**src/rtl/rsf_pkg.sv**
```systemverilog
package rsf_pkg;

   localparam int unsigned SYM_W     = 4;
   localparam logic [4:0]  PRIM_POLY = 5'h13;
   localparam int unsigned MAX_PAR   = 8;

   typedef logic [SYM_W-1:0] sym_t;

   // multiply by alpha, reduce modulo the primitive polynomial
   function automatic sym_t xtime(sym_t a);
      logic [SYM_W:0] t;
      t = {a, 1'b0};
      if (t[SYM_W]) t = t ^ PRIM_POLY[SYM_W:0];
      return t[SYM_W-1:0];
   endfunction

   function automatic sym_t gf_mul(sym_t a, sym_t b);
      sym_t acc;
      sym_t sh;
      acc = '0;
      sh  = a;
      for (int i = 0; i < SYM_W; i++) begin
         if (b[i]) acc = acc ^ sh;
         sh = xtime(sh);
      end
      return acc;
   endfunction

   // coefficient of x^idx in prod_{j=1..npar} (x + alpha^j)
   function automatic sym_t gen_coef(int npar, int idx);
      sym_t c [0:MAX_PAR];
      sym_t root;
      for (int i = 0; i <= MAX_PAR; i++) c[i] = '0;
      c[0] = sym_t'(1);
      root = sym_t'(1);
      for (int j = 1; j <= npar; j++) begin
         root = xtime(root);
         for (int i = MAX_PAR; i >= 1; i--) c[i] = c[i-1] ^ gf_mul(root, c[i]);
         c[0] = gf_mul(root, c[0]);
      end
      return c[idx];
   endfunction

endpackage

```
**src/rtl/rsf_lane_split.sv**
```systemverilog
module rsf_lane_split
   import rsf_pkg::*;
#(
   parameter int unsigned DEPTH = 2,
   parameter int unsigned K     = 11,
   localparam int unsigned INFO_W = DEPTH*K*SYM_W
) (
   input  logic [INFO_W-1:0] info_i,
   output logic [INFO_W-1:0] lanes_o
);

   // info symbol (s*DEPTH + d) becomes symbol s of lane d
   for (genvar d = 0; d < DEPTH; d++) begin : g_lane
      for (genvar s = 0; s < K; s++) begin : g_sym
         assign lanes_o[(DEPTH-d)*K*SYM_W-1 - s*SYM_W -: SYM_W] =
                info_i[INFO_W-1 - (s*DEPTH+d)*SYM_W -: SYM_W];
      end
   end

endmodule

```
**src/rtl/rsf_rs_enc.sv**
```systemverilog
module rsf_rs_enc
   import rsf_pkg::*;
#(
   parameter int unsigned K    = 11,
   parameter int unsigned NPAR = 4
) (
   input  logic [K*SYM_W-1:0]    msg_i,
   output logic [NPAR*SYM_W-1:0] par_o
);

   if (NPAR > MAX_PAR || NPAR == 0) begin : g_bad_npar
      $error("rsf_rs_enc: NPAR out of range");
   end

   function automatic logic [NPAR*SYM_W-1:0] pack_gen();
      logic [NPAR*SYM_W-1:0] v;
      v = '0;
      for (int i = 0; i < NPAR; i++) v[i*SYM_W +: SYM_W] = gen_coef(NPAR, i);
      return v;
   endfunction

   localparam logic [NPAR*SYM_W-1:0] GEN = pack_gen();

   sym_t rem [NPAR];
   sym_t fb;

   // unrolled division register, one step per message symbol, first symbol first
   always_comb begin
      fb = '0;
      for (int i = 0; i < NPAR; i++) rem[i] = '0;
      for (int k = 0; k < K; k++) begin
         fb = msg_i[(K-k)*SYM_W-1 -: SYM_W] ^ rem[NPAR-1];
         for (int i = NPAR-1; i >= 1; i--)
            rem[i] = rem[i-1] ^ gf_mul(fb, GEN[i*SYM_W +: SYM_W]);
         rem[0] = gf_mul(fb, GEN[0 +: SYM_W]);
      end
      for (int i = 0; i < NPAR; i++) par_o[i*SYM_W +: SYM_W] = rem[i];
   end

endmodule

```
**src/rtl/rsf_interleave.sv**
```systemverilog
module rsf_interleave
   import rsf_pkg::*;
#(
   parameter int unsigned DEPTH = 2,
   parameter int unsigned K     = 11,
   parameter int unsigned NPAR  = 4,
   localparam int unsigned N       = K + NPAR,
   localparam int unsigned INFO_W  = DEPTH*K*SYM_W,
   localparam int unsigned PAR_W   = DEPTH*NPAR*SYM_W,
   localparam int unsigned FRAME_W = DEPTH*N*SYM_W
) (
   input  logic [INFO_W-1:0]  lanes_i,
   input  logic [PAR_W-1:0]   par_i,
   output logic [FRAME_W-1:0] frame_o
);

   // frame symbol j takes codeword (j % DEPTH), position (j / DEPTH)
   for (genvar j = 0; j < DEPTH*N; j++) begin : g_slot
      localparam int unsigned D = j % DEPTH;
      localparam int unsigned S = j / DEPTH;
      if (S < K) begin : g_info
         assign frame_o[FRAME_W-1 - j*SYM_W -: SYM_W] =
                lanes_i[(DEPTH-D)*K*SYM_W-1 - S*SYM_W -: SYM_W];
      end else begin : g_par
         assign frame_o[FRAME_W-1 - j*SYM_W -: SYM_W] =
                par_i[(DEPTH-D)*NPAR*SYM_W-1 - (S-K)*SYM_W -: SYM_W];
      end
   end

endmodule

```
**src/rtl/rsf_frame_enc.sv**
```systemverilog
module rsf_frame_enc
   import rsf_pkg::*;
#(
   parameter int unsigned DATA_W   = 80,
   parameter int unsigned CTRL_W   = 2,
   parameter int unsigned SLOW_W   = 2,
   parameter int unsigned HDR_W    = 4,
   parameter int unsigned K        = 11,
   parameter int unsigned NPAR     = 4,
   parameter int unsigned DEPTH    = 2,
   parameter logic [HDR_W-1:0] HDR_DATA = 4'b0101,
   parameter logic [HDR_W-1:0] HDR_IDLE = 4'b0110,
   localparam int unsigned N       = K + NPAR,
   localparam int unsigned INFO_W  = HDR_W + CTRL_W + SLOW_W + DATA_W,
   localparam int unsigned PAR_W   = DEPTH*NPAR*SYM_W,
   localparam int unsigned FRAME_W = DEPTH*N*SYM_W
) (
   input  logic               clk,
   input  logic               rst_n,
   input  logic [DATA_W-1:0]  data_i,
   input  logic [CTRL_W-1:0]  lc_i,
   input  logic [SLOW_W-1:0]  sc_i,
   input  logic               valid_i,
   output logic [FRAME_W-1:0] frame_o
);

   if (INFO_W != DEPTH*K*SYM_W) begin : g_bad_fill
      $error("rsf_frame_enc: payload does not fill the information symbols");
   end
   if (N > (1 << SYM_W) - 1) begin : g_bad_len
      $error("rsf_frame_enc: codeword longer than the field allows");
   end
   if (HDR_DATA == HDR_IDLE) begin : g_bad_hdr
      $error("rsf_frame_enc: header codes must differ");
   end

   logic [HDR_W-1:0]   hdr;
   logic [INFO_W-1:0]  info;
   logic [INFO_W-1:0]  lanes;
   logic [PAR_W-1:0]   par;
   logic [FRAME_W-1:0] frame_d;
   logic [FRAME_W-1:0] frame_q;

   assign hdr  = valid_i ? HDR_DATA : HDR_IDLE;
   assign info = {hdr, lc_i, sc_i, data_i};

   rsf_lane_split #(.DEPTH(DEPTH), .K(K)) u_split (
      .info_i  (info),
      .lanes_o (lanes)
   );

   for (genvar d = 0; d < DEPTH; d++) begin : g_cw
      rsf_rs_enc #(.K(K), .NPAR(NPAR)) u_enc (
         .msg_i (lanes[(DEPTH-d)*K*SYM_W-1 -: K*SYM_W]),
         .par_o (par[(DEPTH-d)*NPAR*SYM_W-1 -: NPAR*SYM_W])
      );
   end

   rsf_interleave #(.DEPTH(DEPTH), .K(K), .NPAR(NPAR)) u_ilv (
      .lanes_i (lanes),
      .par_i   (par),
      .frame_o (frame_d)
   );

   always_ff @(posedge clk or negedge rst_n) begin
      if (!rst_n) frame_q <= '0;
      else        frame_q <= frame_d;
   end

   assign frame_o = frame_q;

   // ---------------- assertions ----------------
   logic live_q;
   always_ff @(posedge clk or negedge rst_n) begin
      if (!rst_n) live_q <= 1'b0;
      else        live_q <= 1'b1;
   end

   // syndrome evaluation by Horner's rule on the deinterleaved output
   function automatic logic syn_clean(logic [FRAME_W-1:0] f);
      logic ok;
      sym_t a;
      sym_t s;
      ok = 1'b1;
      for (int d = 0; d < DEPTH; d++) begin
         for (int j = 1; j <= NPAR; j++) begin
            a = sym_t'(1);
            for (int p = 0; p < j; p++) a = xtime(a);
            s = '0;
            for (int i = 0; i < N; i++)
               s = gf_mul(s, a) ^ f[FRAME_W-1 - (i*DEPTH+d)*SYM_W -: SYM_W];
            if (s != '0) ok = 1'b0;
         end
      end
      return ok;
   endfunction

   // header reflects the frame-valid flag of the previous edge
   a_r3_header: assert property (@(posedge clk) disable iff (!rst_n)
      live_q |-> frame_o[FRAME_W-1 -: HDR_W] == ($past(valid_i) ? HDR_DATA : HDR_IDLE));

   // protected payload travels in the clear
   a_r4_payload: assert property (@(posedge clk) disable iff (!rst_n)
      live_q |-> frame_o[FRAME_W-1 -: INFO_W] ==
                 {frame_o[FRAME_W-1 -: HDR_W], $past(lc_i), $past(sc_i), $past(data_i)});

   // both codewords have zero syndromes
   a_r7_syndrome: assert property (@(posedge clk) disable iff (!rst_n)
      live_q |-> syn_clean(frame_o));

   // steady inputs give a steady frame
   a_r8_hold: assert property (@(posedge clk) disable iff (!rst_n)
      live_q && $stable(data_i) && $stable(lc_i) && $stable(sc_i) && $stable(valid_i)
      |=> $stable(frame_o));

endmodule

```
**config.mk**
```make
export PLATFORM = sky130hd
export DESIGN_NAME = rsf_frame_enc
export DESIGN_NICKNAME = d
export VERILOG_FILES = /design/src/rtl/rsf_pkg.sv /design/src/rtl/rsf_lane_split.sv /design/src/rtl/rsf_rs_enc.sv /design/src/rtl/rsf_interleave.sv /design/src/rtl/rsf_frame_enc.sv
export SDC_FILE = /design/constraint.sdc
export NUM_CORES = 1
export LEC_CHECK = 0
export BUFFER_PORTS_ARGS = -buffer_cell sky130_fd_sc_hd__buf_2
export CAP_MARGIN = 10
export CORE_MARGIN = 2
export CORE_UTILIZATION = 55
export DETAILED_ROUTE_END_ITERATION = 8
export GPL_ROUTABILITY_DRIVEN = 0
export PLACE_DENSITY = 0.8
export SYNTH_ARGS = -nofsm -noshare
export SYNTH_HDL_FRONTEND = slang
export SYNTH_SLANG_ARGS = --single-unit
```
**constraint.sdc**
```tcl
create_clock -name clk -period 0.8 [get_ports clk]
set_input_delay 0.04 -clock clk [delete_from_list [all_inputs] [get_ports clk]]
set_output_delay 0.04 -clock clk [all_outputs]
set_load 0.02 [all_outputs]
```
==> results of run 1 <==
==> cells by family after synthesis <==
family / Yosys count
XOR/XNOR: 444
flip-flops: 119
buffers and inverters: 13
other: 2
==> cell usage after synthesis, types with 2 or more instances <==
| library cell | count | area share |
|---|---|---|
| sky130_fd_sc_hd__xnor3_4 | 3 | 0.0086 |
| sky130_fd_sc_hd__xnor2_4 | 2 | 0.0060 |
| sky130_fd_sc_hd__xnor3_1 | 86 | 0.21 |
| sky130_fd_sc_hd__xnor2_2 | 25 | 0.044 |
| sky130_fd_sc_hd__xnor2_1 | 212 | 0.20 |
| sky130_fd_sc_hd__xor3_2 | 10 | 0.027 |
| sky130_fd_sc_hd__conb_1 | 2 | 0.00082 |
| sky130_fd_sc_hd__dfrtp_1 | 119 | 0.32 |
| sky130_fd_sc_hd__buf_2 | 6 | 0.0033 |
| sky130_fd_sc_hd__xnor3_2 | 22 | 0.057 |
| sky130_fd_sc_hd__buf_4 | 2 | 0.0016 |
| sky130_fd_sc_hd__xor3_1 | 12 | 0.031 |
| sky130_fd_sc_hd__buf_6 | 2 | 0.0024 |
| sky130_fd_sc_hd__xor2_2 | 14 | 0.025 |
| sky130_fd_sc_hd__xor2_1 | 57 | 0.054 |
==> stage by stage <==
stage,std cells,instance area [µm²],setup TNS (ps)
global placement,1228,12840,-92960
detailed placement,1228,12840,-96770
floorplan,578,9783,-85910
==> results.md, run 1 <==
Logic synthesis:
- The number of enable-type register cells in the synthesized netlist is 0.
- The synthesized net count is roughly 670.
- The post-synthesis share of cell area spent on full adders, half adders and majority gates is 0.
- The main combinational cell family by area after synthesis is XOR/XNOR gates.
- Of the total synthesized cell area, the portion taken by AND, OR, NAND and NOR gates is 0.
- The synthesized instance count is between 500 and 600.
- The proportion of register bits with asynchronous set or reset after synthesis is 1.000.
- The post-synthesis compound-gate area fraction is 0.
- Yosys printed 0 warnings.
- Synthesis inferred approximately 120 register bits.
- The netlist uses 19 different library cells.
- The xor/xnor share of the synthesized area is 0.6673.
- The combined area of all synthesized cells is 0.009213 mm².
- The mean area per synthesized cell is ~16 µm².
- The sequential element share of the synthesized area is 0.3232.
- For this run, the leading register cell type out of synthesis is sky130_fd_sc_hd__dfrtp_1.
- The portion of synthesized area spent on multiplexers is 0.

Placement:
- The worst setup slack after placement is -3253 ps.
- The number of port buffers is between 200 and 250.
- The post-DP HPWL is slightly below 20000 µm.

CTS:
- The H-tree was split into 4 levels.
- The hold buffer count at cts is 83.
- The post-cts resize count is approximately 370.
- The total clock buffers created by CTS is 17.
- The CTS sink count is about 120.
- The clock root buffer master is sky130_fd_sc_hd__clkbuf_16.
- The longest clock path from root to sink contains 2 buffers.
- Once the clock tree was built, the setup fixing pass inserted 70 buffers.

Run status:
- The flow stopped in clock tree synthesis.
- The flow did not finish.
- The tool reported: "[ERROR DPL-0033] detailed placement checks failed during check placement".

Die:
- The floorplan step set the die height to approximately 130 µm.
- Row generation in the floorplan step produced 47 rows.
- From left edge to right edge, the die measures about 130 µm.
- The number of top-level pins is 207.
- For this configuration, the core starts out at a cell density of 0.5595.
==> inputs of run 2 (changes only) <==
Settings changed: CORE_UTILIZATION 55 to 40, PLACE_DENSITY 0.8 to unset, PLACE_DENSITY_LB_ADDON set to 0.15.
==> results.md, run 2 <==
Logic synthesis:
- The proportion of register bits with asynchronous set or reset after synthesis is 1.000.
- The cell with the most instances after synthesis is sky130_fd_sc_hd__xnor2_1.
- The xor/xnor share of the synthesized area is 0.6673.
- The mux contribution to synthesized area is 0.
- The post-synthesis compound-gate area fraction came to 0.
- In this run, synthesis inferred 0 flip-flops with an integrated enable.
- The number of warnings issued by yosys is 0.
- Synthesis handed over a netlist of between 500 and 600 instances.
- The sequential element share of the synthesized area is 0.3232.
- The number of library cell types mapped by synthesis is 19.
- The share of the synthesized area in the top cell type is 0.3232.
- The primary flip-flop cell chosen by synthesis mapping is sky130_fd_sc_hd__dfrtp_1.
- The synthesized net count is around 670.
- The register bit total from synthesis is approximately 120.
- The simple-gate share of the synthesized area is 0.
- Sorting the synthesized cells by area gives the leading types as sky130_fd_sc_hd__dfrtp_1 32%, sky130_fd_sc_hd__xnor3_1 21%, sky130_fd_sc_hd__xnor2_1 20%.
- Of the total synthesized cell area, the portion taken by full adders, half adders and majority gates is 0.
- The mean area per synthesized cell is around 16 µm².
- The cell area that synthesis handed to floorplanning was 0.009213 mm².
- By count the netlist is led by 212 x sky130_fd_sc_hd__xnor2_1, 119 x sky130_fd_sc_hd__dfrtp_1, 86 x sky130_fd_sc_hd__xnor3_1, 57 x sky130_fd_sc_hd__xor2_1, 25 x sky130_fd_sc_hd__xnor2_2.
- The cell accounting for the most synthesized area is sky130_fd_sc_hd__dfrtp_1.
- By area, the combinational part of the netlist is dominated by XOR/XNOR gates.

GRT:
- Across every metal layer, demand over resource in global routing totals 0.2378.
- The largest net degree at the start of global routing is 34.
- The number of global-route vias before repair was 7575.
- The global-route wire length before repair is ~43000 µm.
- The initial antenna violation count is 1.
- After global routing the overflow that remains totals 0.

STA:
- The summed negative setup slack over all endpoints is -102130 ps.
- The smallest clock period supported by the final layout is computed as 3522 ps.
- The number of hold-slack violations in the final timing report came to 0.
- Once routing completed, OpenROAD measured the worst setup slack at -2722 ps.
- The count of endpoints failing setup in the final report is ~150.
- Headroom to the max-slew limit came out at 0.5989.
- The max-slew violation total from the final report came to 0.
- Setup repair after global routing could not meet its margin everywhere.
- The final period utilization is 4.403.
- For the pin with the worst max-slew slack, the measured transition is between 500 and 600 ps.
- The maximum achievable frequency is 283.9 MHz.

Finish:
- Once layout is complete, the cells apart from fillers number ~1500.
- The flip-flop count of the largest register, all copies and words added is 119.
- In the final layout, flip-flops and latches occupy between 0.002 and 0.003 mm².
- Fill cells in the final layout number around 1300.
- In the layout the commonest cells are 279 x sky130_fd_sc_hd__buf_4, 175 x sky130_fd_sc_hd__buf_6, 131 x sky130_fd_sc_hd__xnor2_1.
- The layout cell share with drive strength beyond 1 is 0.6374.
- The most common library cell in the layout ignoring fill and taps is sky130_fd_sc_hd__buf_4.
- The area of combinational cells with multiple inputs is 0.007525 mm².
- The area growth from synthesis to layout is 86.42%.
- The post-layout net count is between 1000 and 1500.

CTS:
- The clock root buffer master is sky130_fd_sc_hd__clkbuf_16.
- Counting the buffers created by CTS gives 17.
- TritonCTS built the clock tree.
- In this run the number of H-tree levels came out at 4.
- The CTS sink count is 119.
- The number of buffers on the longest clock path is 2.
- The clock-pin slew reported for the worst setup and hold paths after clock tree synthesis is about 60 ps.

Flow run:
- The number of maximum-capacitance violations is 0.

Critical path:
- At the worst endpoint, the required time is 1140 ps.
- The maximum fanout count along the critical path is 5.
- STA classifies the critical path startpoint as a primary input.
- Data arrives at the worst endpoint at roughly 3900 ps.
- The nature of the critical path endpoint is a flop.
- By startpoint and endpoint, the worst setup path is classified as primary input to flop.

Die:
- The floorplan row count is 55.
- The die outline area is roughly 0.024 mm².
- The height of the chip is ~160 µm.
- The number of top-level pins is approximately 210.
- The starting density of the core is 0.4069.
- The total area inside the core boundary comes to about 0.023 mm².
- The die outline width is ~160 µm.

Run status:
- The flow ran to the end, but the final reports show violations.
- The checks that failed: setup timing.

Drt:
- The average vias per placed instance is 4.441.
- Wires add up to around 30000 µm.
- After the first detailed-routing iteration, the DRC count stood at roughly 200.
- The remaining design rule violation count is 0.
- The number of search-and-repair iterations in the first detailed-routing pass is 4.
- Across all layers, the routed design uses 6733 vias.
- The post-detailed-route count of antenna-violating nets is 0.
- The average routed wire per standard cell is 19.26 µm.

Hold path:
- The tightest min-delay check is of the primary input to async pin type.

Placement:
- Summed over all nets, the half-perimeter wirelength after detailed placement is 19390 µm.
- The number of port buffers is just over 200.
- In this run, placement finished with an instance count of roughly 1300.
[run 2: cell counts after synthesis]
Identical to the previous run, type by type.
[run 2: critical path, stage by stage]
cell,delay [ps]
sky130_fd_sc_hd__buf_12,90
sky130_fd_sc_hd__xnor3_1,440
sky130_fd_sc_hd__buf_4,170
sky130_fd_sc_hd__xnor2_2,120
sky130_fd_sc_hd__xnor3_2,510
sky130_fd_sc_hd__xnor3_2,370
sky130_fd_sc_hd__xor2_2,210
sky130_fd_sc_hd__xnor3_4,550
sky130_fd_sc_hd__xnor2_2,190
sky130_fd_sc_hd__xnor3_1,470
sky130_fd_sc_hd__buf_6,150
sky130_fd_sc_hd__xnor3_1,360
sky130_fd_sc_hd__xnor2_1,190
[run 2: area by class of cell]
cell class,count,share of cell area
Inverter,1,0.0002186
Tap cell,285,0.02076
Sequential cell,119,0.1734
Timing Repair Buffer,632,0.3311
Antenna cell,1,0.0001457
Clock buffer,20,0.02659
Clock inverter,12,0.009617
Multi-Input combinational cell,446,0.4381
[run 2: cells by family (layout without fill, tap and decap cells)]
| group | Yosys count | after routing |
|---|---|---|
| xor+xnor | 444 | 444 |
| flops | 119 | 119 |
| buf+inv | 13 | 665 |
| other cells | 2 | 3 |
[run 2: timing repair]
| item | in CTS | in global routing |
|---|---|---|
| endpoints found under the setup margin | 151 | 151 |
| hold buffers | 85 | 1 |
| resized for setup | 360 | 79 |
| endpoints found under the hold margin | 204 | 1 |
| cloned | 0 | 0 |
| buffers inserted | 56 | 38 |
| pin swaps | 71 | 47 |
[run 2: through the flow]
step / utilization / area [µm²] / hold slack, ps / setup slack (ps)
2_1_floorplan: - / 9783 / -255.6 / -2839
3_3_place_gp: 0.5766 / 13060 / -39.25 / -3174
3_5_place_dp: 0.5766 / 13060 / -36.23 / -3172
4_1_cts: 0.7246 / 16400 / 57.28 / -2626
5_1_grt: 0.7586 / 17170 / 67.68 / -2825
6_report: 0.7586 / 17170 / 60.77 / -2722
[run 2: path summary, 6_finish.rpt]
kind | startpoint | end | slack, ps | cells after the start
max | data_i[65] | frame_o[17] | -2720 | 13
min | rst_n | frame_o[118] | 60 | 2
max in group asynchronous | rst_n | frame_o[17] | 240 | 3
min in group clk | data_i[57] | frame_o[89] | 260 | 2
[run 2: metal layers]
metal,vias up,wire [µm],global-route usage
met5,-,0,0
met2,177,16220,0.4433
met1,3356,11110,0.2774
li1,3146,-,-
met3,54,1073,0.04306
met4,0,788,0.07383
Power of run 2 is left out: the tool's default activity adds up to more than one toggle a clock period on the data nets, which glitch-free logic cannot reach.
==> inputs of run 3 (changes only) <==
Settings changed: SYNTH_HIERARCHICAL set to 1.
==> results.md, run 3 <==
CTS:
- In this run the clock root is driven by a sky130_fd_sc_hd__clkbuf_16.
- The clock tree from TritonCTS is done.
- After clock tree synthesis, the clock-pin slew on the worst setup and hold paths is approximately 60 ps.
- The total clock buffers created by CTS is 17.
- The CTS sink count is 120.
- The number of buffers on the longest clock path is 2.
- The H-tree was split into 4 levels.

Logic synthesis:
- The cell area that synthesis handed to floorplanning was about 0.011 mm².
- The synthesized netlist contains 18 unique library cells.
- After synthesis, the most frequently instantiated cells are 211 x sky130_fd_sc_hd__buf_4, 197 x sky130_fd_sc_hd__xnor2_1, 120 x sky130_fd_sc_hd__dfrtp_1, 102 x sky130_fd_sc_hd__xnor3_1, 64 x sky130_fd_sc_hd__xor2_1.
- Of the total synthesized cell area, the portion taken by full adders, half adders and majority gates is 0.
- The number of warnings issued by yosys is 6.
- The post-synthesis compound-gate area fraction is 0.
- The share of synthesized area in the top cell type comes to 0.2713.
- The xor/xnor share of the synthesized area is 0.5793.
- The simple-gate share of the synthesized area is 0.
- By area the synthesized netlist is led by sky130_fd_sc_hd__dfrtp_1 27%, sky130_fd_sc_hd__xnor3_1 21%, sky130_fd_sc_hd__xnor2_1 16%.
- The cell accounting for the most synthesized area is sky130_fd_sc_hd__dfrtp_1.
- The share of the Yosys chip area taken by registers is 0.2713.
- Among all cell types in the netlist, the one instantiated most often is sky130_fd_sc_hd__buf_4.
- The mux contribution to synthesized area is 0.
- The main combinational cell family by area after synthesis is XOR/XNOR gates.
- The register bit total from synthesis is 120.
- The synthesized instance count is between 700 and 800.
- The number of nets in the synthesized netlist is 878.
- A synthesized cell averages 13.99 µm².
- Among all flip-flop cells after synthesis, the most frequent one is sky130_fd_sc_hd__dfrtp_1.
- The number of enable-type register cells in the synthesized netlist is 0.
- The proportion of register bits with asynchronous set or reset after synthesis is 1.000.

Drt:
- The number of search-and-repair iterations in the first detailed-routing pass is 4.
- After detailed routing, the average wire length per cell comes to approximately 18 µm.
- After detailed routing, the number of remaining DRC violations is 0.
- The post-detailed-route count of antenna-violating nets is 0.
- The total number of vias is 6724.
- The average vias per placed instance is around 4.2.
- The routed design has 27960 µm of wire.
- The first-iteration detailed-routing DRC count is approximately 160.

Critical path:
- The worst setup path is captured at a flop.
- The required time reported for the critical path endpoint is 1090 ps.
- The setup path with the least slack is of type primary input to flop.
- The worst setup path is launched from a primary input.
- Along the worst path, the maximum fanout reaches 7.
- STA puts the critical path data arrival time at around 3800 ps.

STA:
- Derived from the worst setup path, the maximum achievable clock frequency is about 290 MHz.
- The final period demand of the worst path is about 3500 ps.
- The final worst slack is -2661 ps.
- The count of endpoints failing setup in the final report is roughly 150.
- The final period utilization is 4.327.
- The max-slew violation total from the final report is 0.
- Setup repair after global routing could not meet its margin everywhere.
- The number of hold-slack violations in the final timing report is 0.

Placement:
- Prior to clock tree synthesis, the placed netlist has a worst setup slack of -3148 ps.
- The post-DP HPWL is between 15000 and 20000 µm.
- Counting tap cells, the placed design contains a total of between 1000 and 1500 instances.
- Once placement finished, the instance area stood at around 0.014 mm².
- Input and output buffers added on the ports amount to between 200 and 250.

Run status:
- The run finished, with violations left.
- The checks that failed: setup timing.

Flow run:
- Max-cap violations in this run came to 0.

Finish:
- Summing all non-filler instances in the final layout gives an area of 0.01777 mm².
- The final core utilization is 0.6574.
- The most common library cell in the layout ignoring fill and taps is sky130_fd_sc_hd__buf_4.
- The antenna cell count is 0.
- Leaving out fill and tap cells, the most frequent cells in the layout are 290 x sky130_fd_sc_hd__buf_4, 171 x sky130_fd_sc_hd__buf_6, 120 x sky130_fd_sc_hd__dfrtp_1.
- Of the cells placed in the final design, the portion with a size suffix greater than 1 is 0.6552.
- The register with the most flip-flops in the layout has 120 of them.
- Excluding fillers, the count of instances in the completed layout stands at 1588.
- The area growth from synthesis to layout is 60.51%.
- The post-layout net count is 1321.
- The number of fillers in the final layout is between 1500 and 2000.

GRT:
- Across every metal layer, demand over resource in global routing totals 0.1982.
- The global-route wire length before repair is roughly 43000 µm.
- The number of global-route vias before repair is roughly 7800.
- The largest net degree at the start of global routing is 56.
- The total overflow left after global routing is 0.
- The initial antenna violation count is 0.

Die:
- The number of top-level pins is ~210.
- The starting density of the core is 0.4096.
- The die outline width is about 170 µm.
- The height of the chip is about 170 µm.
- The core outline area is roughly 0.027 mm².
- The die covers between 0.02 and 0.03 mm².
- The floorplan row count is 60.

Hold path:
- The path class of the tightest hold or removal check is primary input to async pin.
run 3: layout make-up:
cell class              count  area, µm²  share of cell area
clock buffers              23      488.0             0.02746
clock inverters             9      113.9            0.006408
inverters                   2      10.01           0.0005634
multi-input cells         449       7936              0.4467
flip-flops and latches    120       3003              0.1690
well taps                 341      426.7             0.02401
repair buffers            644       5789              0.3258
run 3: routing by layer:
metal,routed length (µm),track usage,vias up
li1,-,-,3196
met1,11060,0.2319,3360
met2,15700,0.3749,141
met3,745,0.02884,27
met4,458,0.05760,0
met5,0,0,-
run 3: metrics by stage:
step | hold WS (ps) | setup TNS [ps]
floorplan | -255.6 | -92050
global placement | 6.678 | -95130
detailed placement | 3.155 | -95950
CTS | 99.50 | -101930
global route | 119.2 | -108190
finish | 117.1 | -100230
run 3: logic make-up after synthesis:
group / count (synthesis)
xor gates and xnor gates: 447
buffers and inverters: 222
DFF: 120
other: 2
run 3: critical path, stage by stage:
cell and delay (ps):
sky130_fd_sc_hd__buf_6 80, sky130_fd_sc_hd__buf_12 130, sky130_fd_sc_hd__xor3_2 470, sky130_fd_sc_hd__xnor3_2 300
sky130_fd_sc_hd__xnor2_4 170, sky130_fd_sc_hd__buf_4 130, sky130_fd_sc_hd__buf_4 130, sky130_fd_sc_hd__xnor3_2 440
sky130_fd_sc_hd__xor2_2 200, sky130_fd_sc_hd__xnor2_1 250, sky130_fd_sc_hd__xnor3_2 440, sky130_fd_sc_hd__xnor2_4 270
sky130_fd_sc_hd__xnor3_2 410, sky130_fd_sc_hd__buf_6 150, sky130_fd_sc_hd__xnor2_2 120
run 3: repair_timing:
action / in CTS / in global routing
hold buffers: 87 / 0
pin swaps: 66 / 43
endpoints found under the setup margin: 152 / 152
resized for setup: 356 / 74
gates cloned: 0 / 0
endpoints found under the hold margin: 206 / 0
setup buffers: 73 / 38
run 3: worst paths after layout:
check / from / endpoint
min in group clk: data_i[35] / frame_o[67]
worst max-delay path: data_i[68] / frame_o[6]
worst min-delay path: rst_n / frame_o[118]
max in group asynchronous: rst_n / frame_o[14]
Power of run 3 is left out for the same reason.
==> inputs of run 4 (changes only) <==
Settings changed: ABC_AREA set to 1, CTS_CLUSTER_DIAMETER set to 150.
Clock period 0.8 ns to 3.3 ns, I/O delays scaled along.
==> results.md, run 4 <==
Logic synthesis:
- Synthesis inferred 120 register bits.
- The combined area of all synthesized cells is between 0.01 and 0.015 mm².
- The synthesized instance count is between 2000 and 2500.
- Ranked by instance count, the synthesized netlist is headed by 807 x sky130_fd_sc_hd__nand2_1, 286 x sky130_fd_sc_hd__nand3_1, 211 x sky130_fd_sc_hd__buf_4, 193 x sky130_fd_sc_hd__inv_1, 139 x sky130_fd_sc_hd__nand2_2.
- Of the post-synthesis cell area, the dominant cell type holds 0.2108.
- Summed over all instances, the cell type with the most area after synthesis is sky130_fd_sc_hd__nand2_1.
- Among all flip-flop cells after synthesis, the most frequent one is sky130_fd_sc_hd__dfrtp_1.
- When the netlist entered floorplanning its net count stood at ~2300.
- The number of library cell types mapped by synthesis is 32.
- Of all flip-flops after synthesis, the portion carrying an async set or reset was 1.000.
- The number of warnings issued by yosys is 6.
- Of the synthesized area, sequential elements account for 0.2090.
- Ranked by total cell area, the synthesized netlist is headed by sky130_fd_sc_hd__nand2_1 21%, sky130_fd_sc_hd__dfrtp_1 21%, sky130_fd_sc_hd__buf_4 11%.
- The mean area per synthesized cell is roughly 6.6 µm².
- In the post-synthesis netlist, the cell with the most instances is sky130_fd_sc_hd__nand2_1.
- Yosys mapped a number of flops with a built-in enable equal to 0.

CTS:
- The clock tree from TritonCTS is done.
- TritonCTS created 17 clock buffers.
- The H-tree was split into 4 levels.
- The clock drives 120 sinks.
- The longest clock path from root to sink contains 2 buffers.
- The clock-pin slew reported for the worst setup and hold paths after clock tree synthesis is roughly 50 ps.
- The clock root buffer master is sky130_fd_sc_hd__clkbuf_16.

Finish:
- The post-layout net count is 2818.
- The finished cells cover about 0.024 mm².
- The finished layout holds around 3200 standard cells, fillers aside.
- Leaving out fill and tap cells, the most frequent cell in the layout is sky130_fd_sc_hd__nand2_1.
- The area growth from synthesis to layout is 68.67%.
- The layout cell share with drive strength beyond 1 is 0.5791.
- 0 antenna diodes ended up in the layout.
- The register with the most flip-flops in the layout has 120 of them.
- Leaving out fill and tap cells, the most frequent cells in the layout are 462 x sky130_fd_sc_hd__nand2_1, 399 x sky130_fd_sc_hd__buf_4, 249 x sky130_fd_sc_hd__nand2_2.
- Measured on the finished design, the core utilization comes to 0.6832.

Run status:
- The run finished, with violations left.
- The checks that failed: setup timing.

Critical path:
- The cell that appears most often on the critical path is sky130_fd_sc_hd__nand2_4.
- The largest stage delay on the critical path is ~220 ps.
- The worst setup path is launched from a primary input.
- The worst setup path is captured at a flop.
- Tracing the worst setup path back leads to its startpoint at lc_i[0].
- Of all nets on the critical path, the largest fanout is 6.
- Data arrives at the worst endpoint at ~4800 ps.
- The slowest stage cell on the critical path is sky130_fd_sc_hd__nand3b_1.
- The required time reported for the critical path endpoint is 3650 ps.
- The critical path class is primary input to flop.

GRT:
- The number of global-route vias before repair is 14950.
- Global routing finished with a remaining overflow of 0.
- The global-route wire length before repair is between 70000 and 80000 µm.
- Across every metal layer, demand over resource in global routing totals 0.2335.
- The initial antenna violation count was 0.
- The largest net degree at the start of global routing is 98.

Die:
- The floorplan has between 60 and 70 rows.
- The initial utilization of the core area, before any placement, comes to 0.4050.
- The core outline area is 0.03548 mm².
- In this run the horizontal extent of the chip is 193.5 µm.
- In this run the count of I/O pins placed on the die edge is 207.
- The floorplan step set the die height to between 150 and 200 µm.
- The die outline area is about 0.037 mm².

Placement:
- The post-placement cell count is ~2900.
- The cell area after placement is 0.01762 mm².
- The number of port buffers is slightly above 200.
- The post-DP HPWL is 33040 µm.

STA:
- The maximum achievable frequency is 226.6 MHz.
- Headroom to the max-slew limit came out at 0.4202.
- The final worst slack is -1113 ps.
- Hold timing on the final database bottoms out at a slack of approximately 60 ps.
- The number of hold-slack violations in the final timing report is 0.
- The max-slew violation total from the final report came to 0.
- Setup repair after global routing could not meet its margin everywhere.
- In the finished design, the share of the clock period the worst path needs comes to 1.337.
- The worst-margin pin slew is 869.6 ps.
- Setup violations remaining at the end of the flow were counted as 32.
- After layout, the minimum clock period comes to 4413 ps.

Flow run:
- The tool flagged a number of max-cap violations equal to 0.

Drt:
- The post-detailed-route count of antenna-violating nets is 0.
- The first detailed-routing pass took 4 iterations.
- The first routing iteration left ~550 violations.
- Wires add up to ~47000 µm.
- The average vias per placed instance is 4.761.
- In the routed design, unresolved DRC markers number 0.
- In the final routed layout, each cell accounts on average for ~15 µm.
- The total number of vias is roughly 15000.

Hold path:
- The critical hold path startpoint is valid_i.
- The path class of the tightest hold or removal check is primary input to flop.
run 4: layout make-up:
type | count | area (µm²)
Tap cell | 461 | 576.8
Clock inverter | 13 | 153.9
Timing Repair Buffer | 746 | 5761
Fill cell | 2676 | 11240
Sequential cell | 120 | 3003
Multi-Input combinational cell | 1593 | 13200
Clock buffer | 19 | 432.9
Inverter | 253 | 1111
run 4: worst paths after layout:
path                           endpoint  slack (ps)  cells after the start
worst max-delay path        frame_o[25]       -1110                     42
max in group asynchronous   frame_o[55]        2020                      3
worst min-delay path       frame_o[117]          60                      3
min in group asynchronous   frame_o[50]         400                      2
run 4: critical path, delay by kind of cell:
family                 cells  cell delay (ps)
AND/OR/NAND/NOR           36             3850
buffers and inverters      5              510
XOR/XNOR                   1              200
run 4: stage by stage:
stage / setup WS [ps] / TNS (ps)
finish: -1113 / -29640
global route: -1393 / -38810
CTS: -788.4 / -22610
floorplan: -1093 / -29730
detailed placement: -1606 / -46840
global placement: -1504 / -43200
run 4: cell families after synthesis:
kind of cell | after synthesis | share of synthesized area
compound gates | 3 | 0.001567
xor+xnor | 180 | 0.1208
buf+inv | 467 | 0.1793
flops | 120 | 0.2090
other cells | 2 | 0.0005226
simple gates | 1407 | 0.4889
run 4: per-layer routing:
metal,global-route usage,vias up,part of all wire
met4,0.06559,0,0.025
met3,0.03312,88,0.034
met2,0.4206,314,0.52
li1,-,7623,-
met5,0,-,0
met1,0.2892,7233,0.42
run 4: what timing repair did:
action | in CTS | in global routing
endpoints found under the hold margin | 181 | 0
setup endpoints to repair | 32 | 32
pin swaps | 189 | 236
buffers inserted | 71 | 78
resized for setup | 467 | 412
cloned | 2 | 0
hold buffers | 86 | 0
Power of run 4 is left out for the same reason.
